**config.mk**
```make
export PLATFORM = sky130hd
export DESIGN_NAME = pin_fail_tracker
export DESIGN_NICKNAME = d
export VERILOG_FILES = /design/src/rtl/pin_pkg.sv /design/src/rtl/pin_fail_tracker.sv
export SDC_FILE = /design/constraint.sdc
export NUM_CORES = 1
export LEC_CHECK = 0
export BUFFER_PORTS_ARGS = -buffer_cell sky130_fd_sc_hd__buf_2
export CORE_AREA = 3 3 40 42
export DETAILED_ROUTE_END_ITERATION = 7
export DIE_AREA = 0 0 43 45
export PLACE_DENSITY = 0.33
export SLEW_MARGIN = 20
export SYNTH_ARGS = -nofsm -noshare
export SYNTH_HDL_FRONTEND = slang
export SYNTH_SLANG_ARGS = --single-unit
```
**constraint.sdc**
```tcl
create_clock -name clk_i -period 1 [get_ports clk_i]
set_input_delay 0.2 -clock clk_i [delete_from_list [all_inputs] [get_ports clk_i]]
set_output_delay 0.2 -clock clk_i [all_outputs]
set_load 0.005 [all_outputs]
```
**src/rtl/pin_pkg.sv**
```systemverilog
`timescale 1ns/1ps
package pin_pkg;
  localparam int KEY_W   = 4;
  localparam int KEY_D0  = 0;
  localparam int KEY_D1  = 1;
  localparam int KEY_CLR = 2;
  localparam int KEY_ENT = 3;

  typedef enum logic [2:0] {
    CMD_NONE = 3'd0,
    CMD_D0   = 3'd1,
    CMD_D1   = 3'd2,
    CMD_CLR  = 3'd3,
    CMD_ENT  = 3'd4
  } key_cmd_e;
endpackage

```
**src/rtl/pin_fail_tracker.sv**
```systemverilog
`timescale 1ns/1ps
module pin_fail_tracker
  import pin_pkg::*;
#(
  parameter int FAIL_LIMIT = 3
) (
  input  logic clk_i,
  input  logic rst_ni,
  input  logic new_card_i,
  input  logic enter_i,
  input  logic pin_eq_i,
  output logic match_o,
  output logic retry_o,
  output logic lockout_o
);
  localparam int CNT_W = $clog2(FAIL_LIMIT + 1);
  localparam logic [CNT_W-1:0] LAST_RETRY = CNT_W'(FAIL_LIMIT - 1);

  logic [CNT_W-1:0] fail_cnt;
  logic             miss;

  assign miss = enter_i && !pin_eq_i;

  always_ff @(posedge clk_i or negedge rst_ni) begin
    if (!rst_ni) begin
      fail_cnt  <= '0;
      match_o   <= 1'b0;
      retry_o   <= 1'b0;
      lockout_o <= 1'b0;
    end else if (new_card_i) begin
      fail_cnt  <= '0;
      match_o   <= 1'b0;
      retry_o   <= 1'b0;
      lockout_o <= 1'b0;
    end else begin
      match_o <= enter_i && pin_eq_i;
      retry_o <= miss && (fail_cnt < LAST_RETRY);
      if (miss && !lockout_o) begin
        fail_cnt <= fail_cnt + 1'b1;  // saturates: enter is blocked once locked
        if (fail_cnt == LAST_RETRY) lockout_o <= 1'b1;
      end
    end
  end
endmodule

```
# --- Word level (Yosys, flattened, before mapping) ---
# Index checks and enable logic that the tools add are counted.
word_totals:
  ff_bits: 5
  word_cells: 23
  out_inout_bits: 3
  input_bits: 5
op_classes:
  eq_ne: 1
  n_lt_le_gt_ge: 1
  muxes: 7
  addsub: 1
  n_reduce_logical: 9
op_table:
  columns: ["operator", "n"]
  rows:
  - ["1-bit two-way mux", 5]
  - ["1-bit logical AND", 4]
  - ["2-bit two-way mux", 2]
  - ["2-bit nonzero test", 2]
  - ["2-bit by 1-bit adder with 2-bit output, second input constant", 1]
  - ["2-bit equality test, second input constant", 1]
  - ["1-bit zero test", 2]
  - ["2-bit < comparator, second input constant", 1]
  - ["2-bit AND reduction", 1]

# --- Longest topological paths before layout ---
# Gate-level depths: netlist of run 1.
depth:
  depth_word: 5
  mapped_depth: 4

# --- Worst setup path after synthesis of run 1 ---
# Ideal clock, no wire load.
synth_timing:
  path_type: "register -> register"
  startpoint: "register lockout_o"
  endpoint: "register fail_cnt[0]"
  path_stages_with_launch: 3
  required_time_ns: 0.875
  path_slack_ns: -0.070
  setup_ns: 0.125
  t_arrival_ns: 0.945
  path_cell_list: "dfrtp_1 nor3b_2 mux2_2"
synth_between:
  elab_chain_cells: 3
synth_rtl:
  columns: ["item", "line", "source"]
  rows:
  - ["start, declared", "pin_fail_tracker.sv:14", "output logic lockout_o"]
  - ["start signal, assigned", "pin_fail_tracker.sv:29", "lockout_o <= 1'b0;"]
  - ["start signal, assigned", "pin_fail_tracker.sv:34", "lockout_o <= 1'b0;"]
  - ["start signal, assigned", "pin_fail_tracker.sv:40", "if (fail_cnt == LAST_RETRY) lockout_o <= 1'b1;"]
  - ["1-bit zero test", "pin_fail_tracker.sv:38", "if (miss && !lockout_o) begin"]
  - ["1-bit logical AND", "pin_fail_tracker.sv:38", null]
  - ["2-bit nonzero test (no line)", null, null]
  - ["end signal, assigned", "pin_fail_tracker.sv:39", "fail_cnt <= fail_cnt + 1'b1;"]
  - ["end, declared", "pin_fail_tracker.sv:19", "logic [CNT_W-1:0] fail_cnt;"]
# No other way between the ends.
# A chain may end at the register's enable or synchronous reset.

# --- Worst setup path in the final report of run 1 ---
# Same ends and word-level chain as after synthesis.

==> run_summary.xml, run 1 <==
<?xml version="1.0" encoding="UTF-8"?>
<metrics>
  <group name="cells_and_area">
    <metric name="layout.cells.most_common_list" unit="">sky130_fd_sc_hd__buf_2, sky130_fd_sc_hd__dfrtp_1, sky130_fd_sc_hd__buf_4</metric>
    <metric name="antenna_cells" unit="">0</metric>
    <metric name="finalNetCount" unit="">44</metric>
    <metric name="drive_above_1_share" unit="%">48.6</metric>
    <metric name="layout-area-overhead-vs-synth" unit="%">58.5</metric>
    <metric name="leading_cell_type_in_the_layout_fill_and_taps_excluded" unit="">sky130_fd_sc_hd__buf_2</metric>
    <metric name="layout.core_utilization" unit="%">28.2</metric>
  </group>
  <group name="drt">
    <metric name="drt-wirelength-per-cell" unit="um">9.77</metric>
    <metric name="wl" unit="um">508</metric>
    <metric name="drt.antenna.violating_nets" unit="">0</metric>
    <metric name="drt_pre_antenna_iters" unit="">1</metric>
    <metric name="drt_via_density" unit="">3.90</metric>
    <metric name="remaining_drc_errors" unit="">0</metric>
    <metric name="detailedRoute.firstIterationViolations" unit="">0</metric>
    <metric name="detailroute.via_count" unit="">203</metric>
  </group>
  <group name="power">
    <metric name="leakagePower" unit="uW">0.000186</metric>
    <metric name="power_density" unit="nW/um^2">1430</metric>
    <metric name="worst_ir_drop_vdd" unit="mV">0.753</metric>
  </group>
  <group name="logic_synthesis">
    <metric name="syn-num-nets" unit="">26</metric>
    <metric name="synthesis.area_per_instance" unit="um^2">11.4</metric>
    <metric name="synth_cell_types" unit="">11</metric>
    <metric name="synth-seq-area-share" unit="%">54.6</metric>
    <metric name="ys_ff_latch" unit="">5</metric>
    <metric name="syn-instance-count" unit="">20</metric>
    <metric name="post_synth_instance_area" unit="um^2">229</metric>
    <metric name="ys_warn_count" unit="">0</metric>
  </group>
  <group name="timing">
    <metric name="unrepaired_setup_endpoints_after_global_routing" unit="">yes</metric>
    <metric name="drv_slew" unit="">0</metric>
    <metric name="maxClockFrequency" unit="MHz">908</metric>
    <metric name="finalHoldViolCount" unit="">0</metric>
    <metric name="max-slew-margin-rel" unit="%">83.9</metric>
    <metric name="final.period_utilization" unit="%">110</metric>
    <metric name="final_period_minus_worst_setup_slack" unit="ns">1.10</metric>
    <metric name="setup_ws" unit="ns">-0.102</metric>
    <metric name="report.final.setup_viol" unit="">2</metric>
    <metric name="worst_pin_slew" unit="ns">0.238</metric>
    <metric name="fin_worst_skew" unit="ns">0.00579</metric>
    <metric name="holdWs" unit="ns">0.200</metric>
  </group>
  <group name="clock_network">
    <metric name="cts_made_buffers" unit="">3</metric>
    <metric name="clock_sink_count" unit="">5</metric>
    <metric name="clock_path_buffers" unit="">2</metric>
    <metric name="insertion_delay" unit="ns">0.25</metric>
    <metric name="htree_levels" unit="">1</metric>
    <metric name="clkTransAtPathRegs" unit="ns">0.05</metric>
    <metric name="cts_tree" unit="">yes</metric>
    <metric name="clock_tree.root_cell" unit="">sky130_fd_sc_hd__clkbuf_4</metric>
  </group>
  <group name="global_route">
    <metric name="groute.layer.met1.usage" unit="%">6.80</metric>
    <metric name="globalRoute.busiestLayer" unit="">met2</metric>
    <metric name="grt_max_degree" unit="">8</metric>
    <metric name="initial_antenna_violation_count" unit="">0</metric>
    <metric name="grt.met3_usage" unit="%">7.57</metric>
    <metric name="grt_util_met2" unit="%">9.88</metric>
    <metric name="first_global_vias" unit="">219</metric>
    <metric name="gr-total-overflow" unit="">0</metric>
    <metric name="total_grt_usage" unit="%">7.43</metric>
    <metric name="first_pass_grt_wire_length" unit="um">910</metric>
  </group>
  <group name="floorplan">
    <metric name="ios" unit="">8</metric>
    <metric name="floorplan.die.width" unit="um">43</metric>
    <metric name="initial_core_util" unit="%">17.8</metric>
    <metric name="die_h" unit="um">45</metric>
    <metric name="placementRows" unit="">13</metric>
    <metric name="design.die.area" unit="um^2">1940</metric>
    <metric name="design.core.area" unit="um^2">1280</metric>
  </group>
  <group name="job">
    <metric name="drv_cap" unit="">0</metric>
  </group>
  <group name="status">
    <metric name="run_status" unit="">finished, violations left</metric>
    <metric name="violated_checks" unit="">setup timing</metric>
  </group>
  <group name="place">
    <metric name="dpl_worst_slack" unit="ns">-0.102</metric>
    <metric name="finalWeightedCongestion" unit="">0.683</metric>
    <metric name="portBuffers" unit="">7</metric>
  </group>
  <group name="setup_path">
    <metric name="worst-setup-path-type" unit="">flip-flop to flip-flop</metric>
    <metric name="cp-start-kind" unit="">flip-flop</metric>
    <metric name="worstSetupEndpointType" unit="">flip-flop</metric>
    <metric name="cp.required" unit="ns">1.12</metric>
    <metric name="timing.critical_path.arrival" unit="ns">1.22</metric>
    <metric name="highest_net_fanout_along_the_worst_path" unit="">3</metric>
  </group>
  <group name="hold_path">
    <metric name="hold_path.class" unit="">primary input to flip-flop</metric>
  </group>
</metrics>
## worst max-delay path, stage by stage (launching register included)
cell and delay (ns):
sky130_fd_sc_hd__dfrtp_1 0.41, sky130_fd_sc_hd__nor3b_4 0.22, sky130_fd_sc_hd__mux2_2 0.36
## cell type report
class	count	area, um^2
clock buffers	4	26.3
fillers	133	922
well taps	15	18.8
repair buffers	13	82.6
flip-flops and latches	5	125
inverters	2	7.51
multi-input cells	13	103
## kinds of logic (layout without fill, tap and decap cells)
logic type / Yosys count / after routing / share of synthesized area, %
compound gates: 1 / 1 / 2.18
flops: 5 / 5 / 54.6
buf+inv: 2 / 19 / 3.28
simple gates: 9 / 9 / 24.6
fa+ha+maj: 1 / 1 / 5.46
mux: 2 / 2 / 9.84
## state kept, by name, indices dropped and copies added (netlist names)
| signal | flops |
|---|---|
| fail_cnt | 2 |
| lockout_o | 1 |
| match_o | 1 |
| retry_o | 1 |
## what timing repair did
| action | 4_1_cts | 5_1_grt |
|---|---|---|
| setup endpoints to repair | 2 | 3 |
| hold buffers | 1 | 0 |
| buffers inserted | 1 | 0 |
| gates resized for setup | 0 | 1 |
| hold endpoints to repair | 5 | 0 |
## path summary, 6_finish.rpt
| check | startpoint | endpoint | slack [ns] | cells after the start |
|---|---|---|---|---|
| setup / recovery | lockout_o | fail_cnt[0] | -0.10 | 2 |
| min in group asynchronous | rst_ni | match_o | 0.30 | 2 |
| hold reg to reg | fail_cnt[1] | retry_o | 0.52 | 2 |
| max in group asynchronous | rst_ni | fail_cnt[1] | 0.56 | 2 |
| hold / removal | new_card_i | match_o | 0.20 | 2 |
| setup reg to reg | lockout_o | fail_cnt[0] | -0.10 | 2 |
## routing by layer
metal  share of wire, %  wire length, um  vias to the layer above
li1                   -                -                      101
met1                 43              220                       91
met2                 43              217                        9
met3                 12               60                        2
met4                2.0               10                        0
met5                  0                0                        -
## power breakdown
group	internal, uW	switching [uW]
Clock	151	88.3
Sequential	211	3.67
Combinational	38.2	27.1
## cell usage after synthesis, drive strengths merged
cell / n / area [um^2]
dfrtp: 5 / 125
nor2: 3 / 11.3
inv: 2 / 7.51
mux2: 2 / 22.5
nor2b: 2 / 12.5
a21oi: 1 / 5.00
ha: 1 / 12.5
nand2: 1 / 3.75
nand3b: 1 / 7.51
nor3b: 1 / 12.5
nor4b: 1 / 8.76
## stage by stage
stage	total power, uW	TNS [ns]	cell area [um^2]	std cells
4_1_cts	530	-0.208	357	52
3_3_place_gp	277	-0.165	313	46
5_1_grt	566	-0.347	363	52
6_report	520	-0.199	363	52
2_1_floorplan	240	-0.101	229	20
3_5_place_dp	278	-0.199	313	46
(Power assumes the default switching activity.)
==> run 2: changes to the inputs <==
--- a/config.mk
+++ b/config.mk
@@ -6,10 +6,13 @@
 export NUM_CORES = 1
 export LEC_CHECK = 0
 export BUFFER_PORTS_ARGS = -buffer_cell sky130_fd_sc_hd__buf_2
+export CAP_MARGIN = 20
 export CORE_AREA = 3 3 40 42
+export CTS_BUF_LIST = sky130_fd_sc_hd__clkbuf_8
 export DETAILED_ROUTE_END_ITERATION = 7
 export DIE_AREA = 0 0 43 45
 export PLACE_DENSITY = 0.33
+export SETUP_SLACK_MARGIN = 0.15
 export SLEW_MARGIN = 20
 export SYNTH_ARGS = -nofsm -noshare
 export SYNTH_HDL_FRONTEND = slang
==> run 2 against run 1 <==
Effect of this change: sequential power barely moved; critical path depth did not move; largest cell class unchanged; non-clock buffer count did not move; largest power group unchanged; combinational power barely moved; register-to-register slack improved by 0.02 ns; the flow still finishes with violations (setup timing); maximum frequency rose by 1.5%; die area did not move; worst setup slack improved by 0.017 ns; power rose by 24%; hold slack improved by 0.026 ns; clock skew fell by 0.0045 ns; global-route usage did not move; highest routed layer unchanged.
==> run_summary.xml, run 2 (same netlist as run 1, synthesis figures left out) <==
<?xml version="1.0" encoding="UTF-8"?>
<metrics>
  <group name="clock_network">
    <metric name="clkTransAtPathRegs" unit="ns">0.04</metric>
    <metric name="htree_levels" unit="">1</metric>
    <metric name="cts_made_buffers" unit="">3</metric>
    <metric name="clock_path_buffers" unit="">2</metric>
    <metric name="clock_tree.root_cell" unit="">sky130_fd_sc_hd__clkbuf_8</metric>
    <metric name="cts_tree" unit="">yes</metric>
    <metric name="clock_sink_count" unit="">5</metric>
    <metric name="insertion_delay" unit="ns">0.22</metric>
  </group>
  <group name="drt">
    <metric name="drt.antenna.violating_nets" unit="">0</metric>
    <metric name="drt_pre_antenna_iters" unit="">2</metric>
    <metric name="detailroute.via_count" unit="">198</metric>
    <metric name="detailedRoute.firstIterationViolations" unit="">1</metric>
    <metric name="remaining_drc_errors" unit="">0</metric>
    <metric name="drt_via_density" unit="">3.81</metric>
    <metric name="wl" unit="um">500</metric>
    <metric name="drt-wirelength-per-cell" unit="um">9.62</metric>
  </group>
  <group name="timing">
    <metric name="setup_ws" unit="ns">-0.0854</metric>
    <metric name="holdWs" unit="ns">0.226</metric>
    <metric name="report.final.setup_viol" unit="">2</metric>
    <metric name="final.period_utilization" unit="%">109</metric>
    <metric name="worst_pin_slew" unit="ns">0.235</metric>
    <metric name="finalHoldViolCount" unit="">0</metric>
    <metric name="unrepaired_setup_endpoints_after_global_routing" unit="">yes</metric>
    <metric name="final_period_minus_worst_setup_slack" unit="ns">1.09</metric>
    <metric name="drv_slew" unit="">0</metric>
    <metric name="max-slew-margin-rel" unit="%">84.1</metric>
    <metric name="fin_worst_skew" unit="ns">0.00133</metric>
    <metric name="maxClockFrequency" unit="MHz">921</metric>
  </group>
  <group name="setup_path">
    <metric name="timing.critical_path.cells" unit="">nor3b_4 &gt; mux2_2</metric>
    <metric name="cp-start-kind" unit="">flip-flop</metric>
    <metric name="timing.critical_path.max_delay_family" unit="">flip-flops</metric>
    <metric name="worst-setup-path-type" unit="">flip-flop to flip-flop</metric>
    <metric name="cpPeakStageDelay" unit="ns">0.40</metric>
    <metric name="worstSetupEndpointType" unit="">flip-flop</metric>
    <metric name="highest_net_fanout_along_the_worst_path" unit="">3</metric>
    <metric name="rrSetupSlack" unit="ns">-0.09</metric>
    <metric name="timing.critical_path.arrival" unit="ns">1.19</metric>
    <metric name="critical-path-slowest-cell" unit="">sky130_fd_sc_hd__dfrtp_1</metric>
    <metric name="crit_buf_inv" unit="">0</metric>
    <metric name="cp.required" unit="ns">1.10</metric>
  </group>
  <group name="global_route">
    <metric name="first_global_vias" unit="">212</metric>
    <metric name="gr-total-overflow" unit="">0</metric>
    <metric name="first_pass_grt_wire_length" unit="um">903</metric>
    <metric name="initial_antenna_violation_count" unit="">0</metric>
    <metric name="total_grt_usage" unit="%">7.43</metric>
    <metric name="grt_max_degree" unit="">8</metric>
  </group>
  <group name="floorplan">
    <metric name="initial_core_util" unit="%">17.8</metric>
    <metric name="ios" unit="">8</metric>
    <metric name="die_h" unit="um">45</metric>
    <metric name="placementRows" unit="">13</metric>
    <metric name="design.die.area" unit="um^2">1940</metric>
    <metric name="design.core.area" unit="um^2">1280</metric>
    <metric name="floorplan.die.width" unit="um">43</metric>
  </group>
  <group name="job">
    <metric name="drv_cap" unit="">0</metric>
  </group>
  <group name="cells_and_area">
    <metric name="fillCellCount" unit="">131</metric>
    <metric name="antenna_cells" unit="">0</metric>
    <metric name="drive_above_1_share" unit="%">51.4</metric>
    <metric name="layout.core_utilization" unit="%">29.9</metric>
    <metric name="finalNetCount" unit="">44</metric>
    <metric name="layout.cells.most_common_list" unit="">sky130_fd_sc_hd__buf_2, sky130_fd_sc_hd__dfrtp_1, sky130_fd_sc_hd__buf_4</metric>
    <metric name="top_register" unit="">fail_cnt</metric>
    <metric name="layout-area-overhead-vs-synth" unit="%">67.8</metric>
    <metric name="leading_cell_type_in_the_layout_fill_and_taps_excluded" unit="">sky130_fd_sc_hd__buf_2</metric>
    <metric name="number_of_flip_flops_under_the_largest_register_name" unit="">2</metric>
  </group>
  <group name="power">
    <metric name="power.sequential.fraction" unit="%">33.4</metric>
    <metric name="leakagePower" unit="uW">0.000196</metric>
    <metric name="power_density" unit="nW/um^2">1680</metric>
    <metric name="fin_total_pwr" unit="uW">646</metric>
    <metric name="worst_ir_drop_vdd" unit="mV">1.09</metric>
    <metric name="total_switching_power" unit="uW">132</metric>
    <metric name="netSwitchingFraction" unit="%">20.5</metric>
    <metric name="p_int" unit="uW">514</metric>
    <metric name="share_comb_of_total_power" unit="%">10.1</metric>
    <metric name="clock_power_share" unit="%">56.5</metric>
  </group>
  <group name="place">
    <metric name="portBuffers" unit="">7</metric>
    <metric name="finalWeightedCongestion" unit="">0.683</metric>
  </group>
  <group name="status">
    <metric name="run_status" unit="">finished, violations left</metric>
    <metric name="violated_checks" unit="">setup timing</metric>
  </group>
  <group name="hold_path">
    <metric name="hold_path.class" unit="">primary input to flip-flop</metric>
  </group>
</metrics>
==> run 2: area by class of cell <==
cell class,count,area [um^2],area share (%)
timing repair buffer,13,82.6,21.5
clock buffer,3,41.3,10.7
clock inverter,1,3.75,0.977
sequential,5,125,32.6
tap,15,18.8,4.89
inverter,2,7.51,1.95
multi-input combinational,13,105,27.4
==> run 2: final timing paths <==
path | cells past startpoint | start | endpoint
min in group asynchronous | 2 | rst_ni | match_o
max in group asynchronous | 2 | rst_ni | fail_cnt[1]
worst max register to register | 2 | lockout_o | fail_cnt[0]
worst min-delay path | 2 | new_card_i | lockout_o
worst min register to register | 2 | fail_cnt[1] | retry_o
worst max-delay path | 2 | lockout_o | fail_cnt[0]
==> run 2: worst reg2reg max path, delay by kind of cell (launching register included) <==
family | cells | cell delay (ns)
flip-flops | 1 | 0.40
AND/OR/NAND/NOR | 1 | 0.21
multiplexers | 1 | 0.36
==> run 2: power by group through the flow <==
stage / logic [uW] / clock network, uW / registers, uW
2_1_floorplan: 21.0 / 0 / 219
3_3_place_gp: 59.4 / 0 / 218
3_5_place_dp: 59.4 / 0 / 218
4_1_cts: 63.7 / 381 / 216
5_1_grt: 72.9 / 405 / 216
6_report: 65.3 / 365 / 216
==> run 2: per-stage QoR <==
step,std cells,setup TNS (ns),area (um^2),setup slack (ns)
6_report,52,-0.170,384,-0.0854
3_3_place_gp,46,-0.165,313,-0.0905
3_5_place_dp,46,-0.199,313,-0.102
4_1_cts,52,-0.200,378,-0.102
2_1_floorplan,20,-0.101,229,-0.0503
5_1_grt,52,-0.278,384,-0.142
==> run 2: routing by layer <==
layer | global-route usage (%) | vias up | wire, um
met5 | 0 | - | 0
li1 | - | 100 | -
met2 | 9.88 | 9 | 214
met4 | 7.23 | 0 | 10
met3 | 6.77 | 2 | 73
met1 | 6.55 | 87 | 201
==> run 2: repair_timing <==
item,in CTS,in global routing
gates resized for setup,1,1
setup endpoints to repair,7,7
pin swaps,2,0
hold buffers,1,0
buffers inserted,1,0
endpoints found under the hold margin,5,0
